[config.mk]
export PLATFORM = sky130hd
export DESIGN_NAME = supply_mode_ctrl
export DESIGN_NICKNAME = d
export VERILOG_FILES = /design/src/rtl/supply_pkg.sv /design/src/rtl/flag_sync.sv /design/src/rtl/supply_fsm.sv /design/src/rtl/duty_counter.sv /design/src/rtl/supply_mode_ctrl.sv
export SDC_FILE = /design/constraint.sdc
export NUM_CORES = 1
export LEC_CHECK = 0
export BUFFER_PORTS_ARGS = -buffer_cell sky130_fd_sc_hd__buf_2
export CAP_MARGIN = 40
export CORE_MARGIN = 1.5
export CORE_UTILIZATION = 50
export CTS_CLUSTER_SIZE = 16
export DETAILED_ROUTE_END_ITERATION = 10
export PLACE_DENSITY = 0.85
export SYNTH_ARGS = -nofsm -noshare
export SYNTH_HDL_FRONTEND = slang
export SYNTH_SLANG_ARGS = --single-unit
[constraint.sdc]
create_clock -name clk -period 2.8 [get_ports clk]
set_input_delay 0.7 -clock clk [delete_from_list [all_inputs] [get_ports clk]]
set_output_delay 0.7 -clock clk [all_outputs]
set_load 0.01 [all_outputs]
[src/rtl/supply_pkg.sv]
package supply_pkg;
  typedef enum logic [1:0] {
    SUP_BATT    = 2'd0,
    SUP_TO_HARV = 2'd1,
    SUP_HARV    = 2'd2,
    SUP_TO_BATT = 2'd3
  } sup_state_t;

  localparam int unsigned FLAG_N    = 3;
  localparam int unsigned FLAG_HYST = 0;
  localparam int unsigned FLAG_LOW  = 1;
  localparam int unsigned FLAG_SKIM = 2;
endpackage

[src/rtl/flag_sync.sv]
module flag_sync #(
  parameter int unsigned WIDTH  = 3,
  parameter int unsigned STAGES = 2
) (
  input  logic             clk,
  input  logic             rst,
  input  logic [WIDTH-1:0] async_in,
  output logic [WIDTH-1:0] sync_out
);
  genvar g;
  generate
    for (g = 0; g < WIDTH; g++) begin : g_bit
      logic [STAGES-1:0] chain;
      always_ff @(posedge clk) begin
        if (rst) chain <= '0;
        else     chain <= {chain[STAGES-2:0], async_in[g]};
      end
      assign sync_out[g] = chain[STAGES-1];
    end
  endgenerate
endmodule

[src/rtl/supply_fsm.sv]
module supply_fsm
  import supply_pkg::*;
(
  input  logic clk,
  input  logic rst,
  input  logic force_batt,
  input  logic go_harv,
  input  logic go_batt,
  output logic sel_batt,
  output logic sel_harv,
  output logic self_powered
);
  sup_state_t state, state_nx;

  always_comb begin
    state_nx = state;
    unique case (state)
      SUP_BATT:    if (go_harv && !force_batt) state_nx = SUP_TO_HARV;
      SUP_TO_HARV: state_nx = force_batt ? SUP_BATT : SUP_HARV;
      SUP_HARV:    if (go_batt || force_batt) state_nx = SUP_TO_BATT;
      SUP_TO_BATT: state_nx = SUP_BATT;
      default:     state_nx = SUP_BATT;
    endcase
  end

  always_ff @(posedge clk) begin
    if (rst) begin
      state        <= SUP_BATT;
      sel_batt     <= 1'b1;
      sel_harv     <= 1'b0;
      self_powered <= 1'b0;
    end else begin
      state        <= state_nx;
      sel_batt     <= (state_nx == SUP_BATT);
      sel_harv     <= (state_nx == SUP_HARV);
      self_powered <= (state_nx == SUP_HARV);
    end
  end
endmodule

[src/rtl/duty_counter.sv]
module duty_counter #(
  parameter int unsigned CNT_W = 16
) (
  input  logic             clk,
  input  logic             rst,
  input  logic             active,
  input  logic [CNT_W-1:0] window_len,
  output logic [CNT_W-1:0] count,
  output logic             valid
);
  logic [CNT_W-1:0] cyc, acc, acc_nx;
  logic [CNT_W:0]   cyc_inc;
  logic             last;

  assign cyc_inc = {1'b0, cyc} + {{CNT_W{1'b0}}, 1'b1};
  assign last    = (cyc_inc >= {1'b0, window_len});
  assign acc_nx  = acc + {{(CNT_W-1){1'b0}}, active};

  always_ff @(posedge clk) begin
    if (rst) begin
      cyc   <= '0;
      acc   <= '0;
      count <= '0;
      valid <= 1'b0;
    end else begin
      valid <= last;
      if (last) begin
        cyc   <= '0;
        acc   <= '0;
        count <= acc_nx;
      end else begin
        cyc <= cyc_inc[CNT_W-1:0];
        acc <= acc_nx;
      end
    end
  end
endmodule

[src/rtl/supply_mode_ctrl.sv]
module supply_mode_ctrl
  import supply_pkg::*;
#(
  parameter int unsigned NUM_IMG     = 3,
  parameter int unsigned CNT_W       = 16,
  parameter int unsigned SYNC_STAGES = 2
) (
  input  logic               clk,
  input  logic               rst,
  input  logic               force_batt,
  input  logic               auto_mode_en,
  input  logic               harvest_req,
  input  logic [NUM_IMG-1:0] img_req,
  input  logic               stor_above_hyst,
  input  logic               stor_below_batt,
  input  logic               stor_above_skim,
  input  logic [CNT_W-1:0]   window_len,
  output logic               sel_batt,
  output logic               sel_harv,
  output logic               skim_en,
  output logic               harvest_mode,
  output logic [NUM_IMG-1:0] img_en,
  output logic               self_powered,
  output logic [CNT_W-1:0]   sp_count,
  output logic               count_valid
);
  logic [FLAG_N-1:0] raw_flags, s_flags;
  logic              harvest_nx;

  assign raw_flags[FLAG_HYST] = stor_above_hyst;
  assign raw_flags[FLAG_LOW]  = stor_below_batt;
  assign raw_flags[FLAG_SKIM] = stor_above_skim;

  flag_sync #(.WIDTH(FLAG_N), .STAGES(SYNC_STAGES)) u_sync (
    .clk      (clk),
    .rst      (rst),
    .async_in (raw_flags),
    .sync_out (s_flags)
  );

  supply_fsm u_fsm (
    .clk          (clk),
    .rst          (rst),
    .force_batt   (force_batt),
    .go_harv      (s_flags[FLAG_HYST]),
    .go_batt      (s_flags[FLAG_LOW]),
    .sel_batt     (sel_batt),
    .sel_harv     (sel_harv),
    .self_powered (self_powered)
  );

  assign harvest_nx = auto_mode_en ? !self_powered : harvest_req;

  always_ff @(posedge clk) begin
    if (rst) begin
      harvest_mode <= 1'b1;
      img_en       <= '0;
      skim_en      <= 1'b0;
    end else begin
      harvest_mode <= harvest_nx;
      img_en       <= harvest_nx ? '0 : img_req;
      skim_en      <= s_flags[FLAG_SKIM];
    end
  end

  duty_counter #(.CNT_W(CNT_W)) u_duty (
    .clk        (clk),
    .rst        (rst),
    .active     (self_powered),
    .window_len (window_len),
    .count      (sp_count),
    .valid      (count_valid)
  );
endmodule

Yosys cells after proc, flatten, opt, wreduce, memory -nomap -nowiden
Index checks and enable logic that the tools add are counted.
{"block": "op_classes", "addsub": 2, "magnitude_cmp": 1, "n_eq_ne": 4, "mux": 5, "n_reduce_logical": 8}
{"cell": "$add 16x1->17 const B", "count": 1}
{"cell": "$ge 17x16->1", "count": 1}
{"cell": "$add 16x1->16", "count": 1}
{"cell": "$pmux 2 s4", "count": 1}
{"cell": "$eq 2x2->1 const B", "count": 3}
{"cell": "$mux 2", "count": 3}
{"cell": "$logic_not 2->1", "count": 2}
{"cell": "$reduce_or 2->1", "count": 2}
{"cell": "$eq 2x1->1 const B", "count": 1}
{"cell": "$logic_not 1->1", "count": 2}
{"cell": "$logic_and 1x1->1", "count": 1}
{"cell": "$logic_or 1x1->1", "count": 1}
{"cell": "$mux 1", "count": 1}
{"block": "word_totals", "register_bits": 64, "inputBits": 27, "output_inout_bits": 25, "wordCells": 33}

Depth between registers and ports, before layout
{"block": "depth", "depth_word": 5, "depth_mapped": 13, "mapped_depth_nobuf": 11}

By module
Synthesis repeated with hierarchy kept, for this count alone.
{"block": "hier_totals", "hier_cells": 326, "area_unflattened_um2": 3036.7}
{"mod": "duty_counter", "n_inst": 1, "cells_per_inst": 281, "area_per_inst_um2": 2534.9, "seq_area_each_um2": 980.9}
{"mod": "flag_sync", "n_inst": 1, "cells_per_inst": 15, "area_per_inst_um2": 180.2, "seq_area_each_um2": 120.1}
{"mod": "supply_fsm", "n_inst": 1, "cells_per_inst": 18, "area_per_inst_um2": 170.2, "seq_area_each_um2": 80.1}
{"mod": "supply_mode_ctrl", "n_inst": 1, "cells_per_inst": 12, "area_per_inst_um2": 151.4, "seq_area_each_um2": 100.1}

Worst setup path before layout
No wires, ideal clock.
{"block": "synth_timing", "kind": "register -> register", "startpoint": "register u_duty.cyc[0]", "endpoint": "register u_duty.count[10]", "setup_time_ns": 0.121, "t_arrival_ns": 2.713, "path_slack_ns": -0.034, "stages_incl_launch_ff": 13, "period_less_slack_ns": 2.834, "path_cell_list": "dfxtp_1 > ha_1 > nand3_2 > nor3_4 > nand3_1 > xnor2_1 > ha_1 > nand4_1 > or2_2 > o2111a_1 > buf_6 > buf_8 > mux2_4"}
{"block": "synth_via", "elab_chain_len": 2}
{"element": "from (decl)", "line_no": "duty_counter.sv:11", "rtl": "logic [CNT_W-1:0] cyc, acc, acc_nx;"}
{"element": "from (signal assigned)", "line_no": "duty_counter.sv:32", "rtl": "cyc <= cyc_inc[CNT_W-1:0];"}
{"element": "$add 16x1->17", "line_no": "duty_counter.sv:15", "rtl": "assign cyc_inc = {1'b0, cyc} + {{CNT_W{1'b0}}, 1'b1};"}
{"element": "via u_duty.cyc_inc[12]", "line_no": "duty_counter.sv:12", "rtl": "logic [CNT_W:0] cyc_inc;"}
{"element": "$ge 17x16->1", "line_no": "duty_counter.sv:16", "rtl": "assign last = (cyc_inc >= {1'b0, window_len});"}
{"element": "to (signal assigned)", "line_no": "duty_counter.sv:30", "rtl": "count <= acc_nx;"}
{"element": "to (decl)", "line_no": "duty_counter.sv:8", "rtl": "output logic [CNT_W-1:0] count,"}
The timed path passes the listed nets, and every way through them passes these cells.
A chain may end at the register's enable or synchronous reset.

Final worst setup path
{"block": "layout_timing", "startpoint": "register u_duty.cyc[0]", "endpoint": "register u_duty.cyc[5]"}
{"block": "layout_via", "elab_chain_len": 3}
{"element": "$add 16x1->17", "line_no": "duty_counter.sv:15"}
{"element": "via u_duty.cyc_inc[12]", "line_no": "duty_counter.sv:12"}
{"element": "$ge 17x16->1", "line_no": "duty_counter.sv:16"}
{"element": "$reduce_or 2->1 (no source line)"}
The timed path passes the listed nets, and every way through them passes these cells.

==> impl_metrics.prom <==
# TYPE chip_impl_metric gauge
chip_impl_info{name="status",value="finished, violations left"} 1
chip_impl_info{name="failing_checks",value="negative setup slack"} 1
chip_impl_metric{name="antenna_left",unit=""} 0
chip_impl_metric{name="whs_path_depth",unit=""} 1
chip_impl_metric{name="post-route-period-util",unit="%"} 103.8
chip_impl_metric{name="route.detailed.vias_per_inst",unit=""} 5.462
chip_impl_metric{name="number_of_enable_flip_flop_cells_after_synthesis",unit=""} 0
chip_impl_info{name="start_to_end_type_of_the_worst_setup_path",value="register to register"} 1
chip_impl_metric{name="critical_path_peak_fanout",unit=""} 7
chip_impl_metric{name="grt_antenna_before_repair",unit=""} 0
chip_impl_info{name="synth_area_leader_cell",value="sky130_fd_sc_hd__dfxtp_1"} 1
chip_impl_info{name="layout.cells.most_common_list",value="sky130_fd_sc_hd__dfxtp_1 (60), sky130_fd_sc_hd__buf_2 (51), sky130_fd_sc_hd__inv_1 (26), sky130_fd_sc_hd__nor2_1 (24), sky130_fd_sc_hd__buf_4 (22)"} 1
chip_impl_metric{name="crit_buf_inv",unit=""} 2
chip_impl_info{name="reg2reg_launch_point",value="u_duty.cyc[0]"} 1
chip_impl_metric{name="hpwl_reported_at_the_end_of_detailed_placement",unit="um"} 4495
chip_impl_metric{name="grt_pass1_vias",unit=""} 2532
chip_impl_metric{name="worstPathRequired",unit="ns"} 3.03
chip_impl_metric{name="grt_first_pass_wirelength",unit="um"} 11030
chip_impl_metric{name="finish.utilization",unit="%"} 66.16
chip_impl_info{name="synth_top_family_by_area",value="simple AND/OR/NAND/NOR gates"} 1
chip_impl_metric{name="yosys.area_share.adder",unit="%"} 7.835
chip_impl_metric{name="clock_transition_time_at_the_flip_flop_clock_pins_of_the_worst_setup_and_hold_paths",unit="ns"} 0.07
chip_impl_metric{name="post_route_cells_drive_above_1_share",unit="%"} 32.76
chip_impl_metric{name="drv_cap",unit=""} 0
chip_impl_info{name="critical_path.cell_chain",value="ha_4, nand3_4, nor3_4, nand3_2, xnor2_2, ha_1, nand4_1, or2_4, o2111a_2, buf_4, buf_8, and3_1"} 1
chip_impl_metric{name="gr-total-overflow",unit=""} 0
chip_impl_metric{name="num-nets-final",unit=""} 447
chip_impl_metric{name="postCtsHoldBufs",unit=""} 0
chip_impl_metric{name="syn_area",unit="um2"} 3034
chip_impl_metric{name="synthesis.nets",unit=""} 372
chip_impl_metric{name="vdd_drop_max",unit="mV"} 0.2672
chip_impl_metric{name="std_cell_rows",unit=""} 28
chip_impl_metric{name="final_period_minus_worst_setup_slack",unit="ns"} 2.906
chip_impl_metric{name="worst_slew_pin_slew",unit="ns"} 0.6614
chip_impl_metric{name="wire_per_inst",unit="um"} 15.24
chip_impl_metric{name="initial_core_util",unit="%"} 51.55
chip_impl_metric{name="insertion_delay",unit="ns"} 0.35
chip_impl_metric{name="reg2reg_depth",unit=""} 12
chip_impl_metric{name="die_area",unit="um2"} 6545
chip_impl_metric{name="placed_cells_incl_taps",unit=""} 459
chip_impl_metric{name="synth_compound_gate_area_share",unit="%"} 5.443
chip_impl_metric{name="synthesis.instances",unit=""} 326
chip_impl_metric{name="final_setup_viols",unit=""} 38
chip_impl_metric{name="ys.warnings.count",unit=""} 0
chip_impl_metric{name="power.static_leakage",unit="nW"} 1.851
chip_impl_metric{name="count_of_unresolved_drc_violations_after_routing",unit=""} 0
chip_impl_info{name="min-delay-start",value="u_sync.g_bit[0].chain[0]"} 1
chip_impl_metric{name="antenna_cells_inserted",unit=""} 0
chip_impl_metric{name="yosys.area_share.xor_xnor",unit="%"} 7.216
chip_impl_metric{name="timing.slew.headroom",unit="%"} 55.63
chip_impl_metric{name="finalWorstSetupSlack",unit="ns"} -0.1063
chip_impl_info{name="timing.critical_path.from_type",value="register"} 1
chip_impl_info{name="critPathTopFamily",value="simple AND/OR/NAND/NOR gates"} 1
chip_impl_info{name="cts_tree",value="built"} 1
chip_impl_metric{name="cts_inserted_buffers",unit=""} 9
chip_impl_metric{name="synthArstFlopShare",unit="%"} 0
chip_impl_info{name="synth_flop_cell",value="sky130_fd_sc_hd__dfxtp_1"} 1
chip_impl_metric{name="report.final.slew_viol_count",unit=""} 0
chip_impl_info{name="worst_hold_path.endpoint",value="u_sync.g_bit[0].chain[1]"} 1
chip_impl_metric{name="wirelength",unit="um"} 7332
chip_impl_metric{name="vias",unit=""} 2627
chip_impl_metric{name="synth_largest_type_area_fraction",unit="%"} 42.23
chip_impl_metric{name="die_width",unit="um"} 80.90
chip_impl_info{name="timing.rr.end",value="u_duty.cyc[5]"} 1
chip_impl_metric{name="layout.cell_area.non_filler",unit="um2"} 3894
chip_impl_metric{name="grt_start_max_net_pins",unit=""} 35
chip_impl_metric{name="synth.yosys.seq_area_share",unit="%"} 42.23
chip_impl_info{name="synth_top_cells_by_area",value="sky130_fd_sc_hd__dfxtp_1 (42%), sky130_fd_sc_hd__ha_1 (7.8%), sky130_fd_sc_hd__xnor2_1 (5.5%)"} 1
chip_impl_info{name="layout.cells.most_common",value="sky130_fd_sc_hd__dfxtp_1"} 1
chip_impl_metric{name="power_density",unit="nW/um2"} 472.4
chip_impl_metric{name="finalHoldViolCount",unit=""} 0
chip_impl_metric{name="area.growth.synth_to_final",unit="%"} 28.33
chip_impl_info{name="min-delay-path-class",value="register to register"} 1
chip_impl_metric{name="grt_resource_usage_total",unit="%"} 22.18
chip_impl_metric{name="crit_path_max_incr_delay",unit="ns"} 0.38
chip_impl_metric{name="placed_cell_area",unit="um2"} 3473
chip_impl_metric{name="detail_route.iter0.violations",unit=""} 146
chip_impl_metric{name="clock_tree.htree_level_count",unit=""} 3
chip_impl_metric{name="gp_congestion",unit=""} 0.8621
chip_impl_metric{name="critical_path_arrival",unit="ns"} 3.13
chip_impl_info{name="slowest_stage",value="sky130_fd_sc_hd__dfxtp_4"} 1
chip_impl_info{name="grt_setup_unrepaired",value="yes"} 1
chip_impl_metric{name="drt_pass1_iterations",unit=""} 4
chip_impl_metric{name="instances_no_fill",unit=""} 481
chip_impl_info{name="root_driver",value="sky130_fd_sc_hd__clkbuf_8"} 1
chip_impl_metric{name="placeableCoreArea",unit="um2"} 5886
chip_impl_metric{name="syn_area_per_cell",unit="um2"} 9.307
chip_impl_metric{name="max_freq",unit="MHz"} 344.1
chip_impl_metric{name="portBuffers",unit=""} 51
chip_impl_metric{name="yosys.cell_types.count",unit=""} 40
chip_impl_metric{name="post_synth_mux_area_share",unit="%"} 6.680
chip_impl_metric{name="die_height",unit="um"} 80.90
chip_impl_metric{name="cts.sink_count",unit=""} 64
chip_impl_metric{name="synth_simple_gate_area_share",unit="%"} 24.62
chip_impl_metric{name="ios",unit=""} 52
chip_impl_metric{name="pre_cts_slack",unit="ns"} -0.2809
chip_impl_info{name="timing.critical_path.to_type",value="register"} 1
chip_impl_metric{name="cts_buffer_depth",unit=""} 2
chip_impl_metric{name="hold_slack",unit="ns"} 0.4377
chip_impl_metric{name="yosys_register_bits",unit=""} 64
chip_impl_metric{name="fin_skew",unit="ns"} 0.007850
chip_impl_metric{name="timing.reg2reg.setup_slack",unit="ns"} -0.11
-- cells in the mapped netlist (7+ instances only) --
cell type,number
sky130_fd_sc_hd__dfxtp_1,64
sky130_fd_sc_hd__inv_1,26
sky130_fd_sc_hd__nor2_1,24
sky130_fd_sc_hd__nor3_1,20
sky130_fd_sc_hd__ha_1,19
sky130_fd_sc_hd__nor2b_1,19
sky130_fd_sc_hd__xnor2_1,19
sky130_fd_sc_hd__and3_1,18
sky130_fd_sc_hd__nand2_1,17
sky130_fd_sc_hd__nand4_1,10
sky130_fd_sc_hd__nand3_1,9
sky130_fd_sc_hd__a21oi_1,8
sky130_fd_sc_hd__clkbuf_1,7
sky130_fd_sc_hd__nor4_1,7
-- timing repair --
item | 4_1_cts | 5_1_grt
cloned | 0 | 2
endpoints found under the hold margin | 0 | 0
setup buffers | 3 | 2
resized for setup | 15 | 19
endpoints found under the setup margin | 39 | 49
pin swaps | 3 | 9
-- stage by stage --
step	TNS (ns)	power [mW]
3_5_place_dp	-6.241	1.036
2_1_floorplan	0	0.9959
5_1_grt	-7.641	1.904
4_1_cts	-1.531	1.839
6_report	-2.605	1.839
3_3_place_gp	-3.242	1.032
-- report_power, final --
group | switching [mW] | internal (mW) | total (mW)
clock | 0.372 | 0.436 | 0.808
sequential | 0.00824 | 0.921 | 0.930
combinational | 0.0544 | 0.0471 | 0.101
-- sequential cells by signal, indices dropped and copies added (netlist names) --
signal / flops
u_duty.acc: 16
u_duty.count: 16
u_duty.cyc: 16
u_sync.g_bit.chain: 6
img_en: 3
u_fsm.state: 2
harvest_mode: 1
skim_en: 1
u_duty.valid: 1
u_fsm.sel_batt: 1
u_fsm.sel_harv: 1
-- layout make-up --
| class | count | area (um2) |
|---|---|---|
| multi-input combinational | 221 | 1703 |
| clock buffer | 10 | 137.6 |
| sequential | 64 | 1289 |
| timing repair buffer | 78 | 503.0 |
| fill | 421 | 1992 |
| clock inverter | 6 | 66.31 |
| inverter | 27 | 101.3 |
| tap | 75 | 93.84 |
-- metal layers --
layer	up-vias	routed length (um)	GRT usage, %
li1	1270	-	-
met1	1231	3049	25.78
met2	104	3568	36.92
met3	22	461	7.303
met4	0	252	10.17
met5	-	0	0
-- cells by family after synthesis --
family / count (synthesis)
simple gates: 136
fa+ha+maj: 19
compound gates: 24
flops: 64
xor+xnor: 25
mux: 17
buf+inv: 41
-- how the worst max path moves through the flow --
| stage | from | to | slack, ns | depth (start not counted) |
|---|---|---|---|---|
| after floorplan | u_duty.cyc[0] | u_duty.count[10] | 0.04 | 12 |
| after detailed placement | u_duty.cyc[0] | u_duty.count[6] | -0.28 | 12 |
| after global routing | u_duty.cyc[0] | u_duty.acc[0] | -0.21 | 12 |
| after CTS | u_duty.cyc[0] | u_duty.acc[1] | -0.09 | 13 |
| after global placement | u_duty.cyc[0] | u_duty.count[6] | -0.19 | 12 |
| final | u_duty.cyc[0] | u_duty.cyc[5] | -0.11 | 12 |
Power figures use the tool's default switching activity.
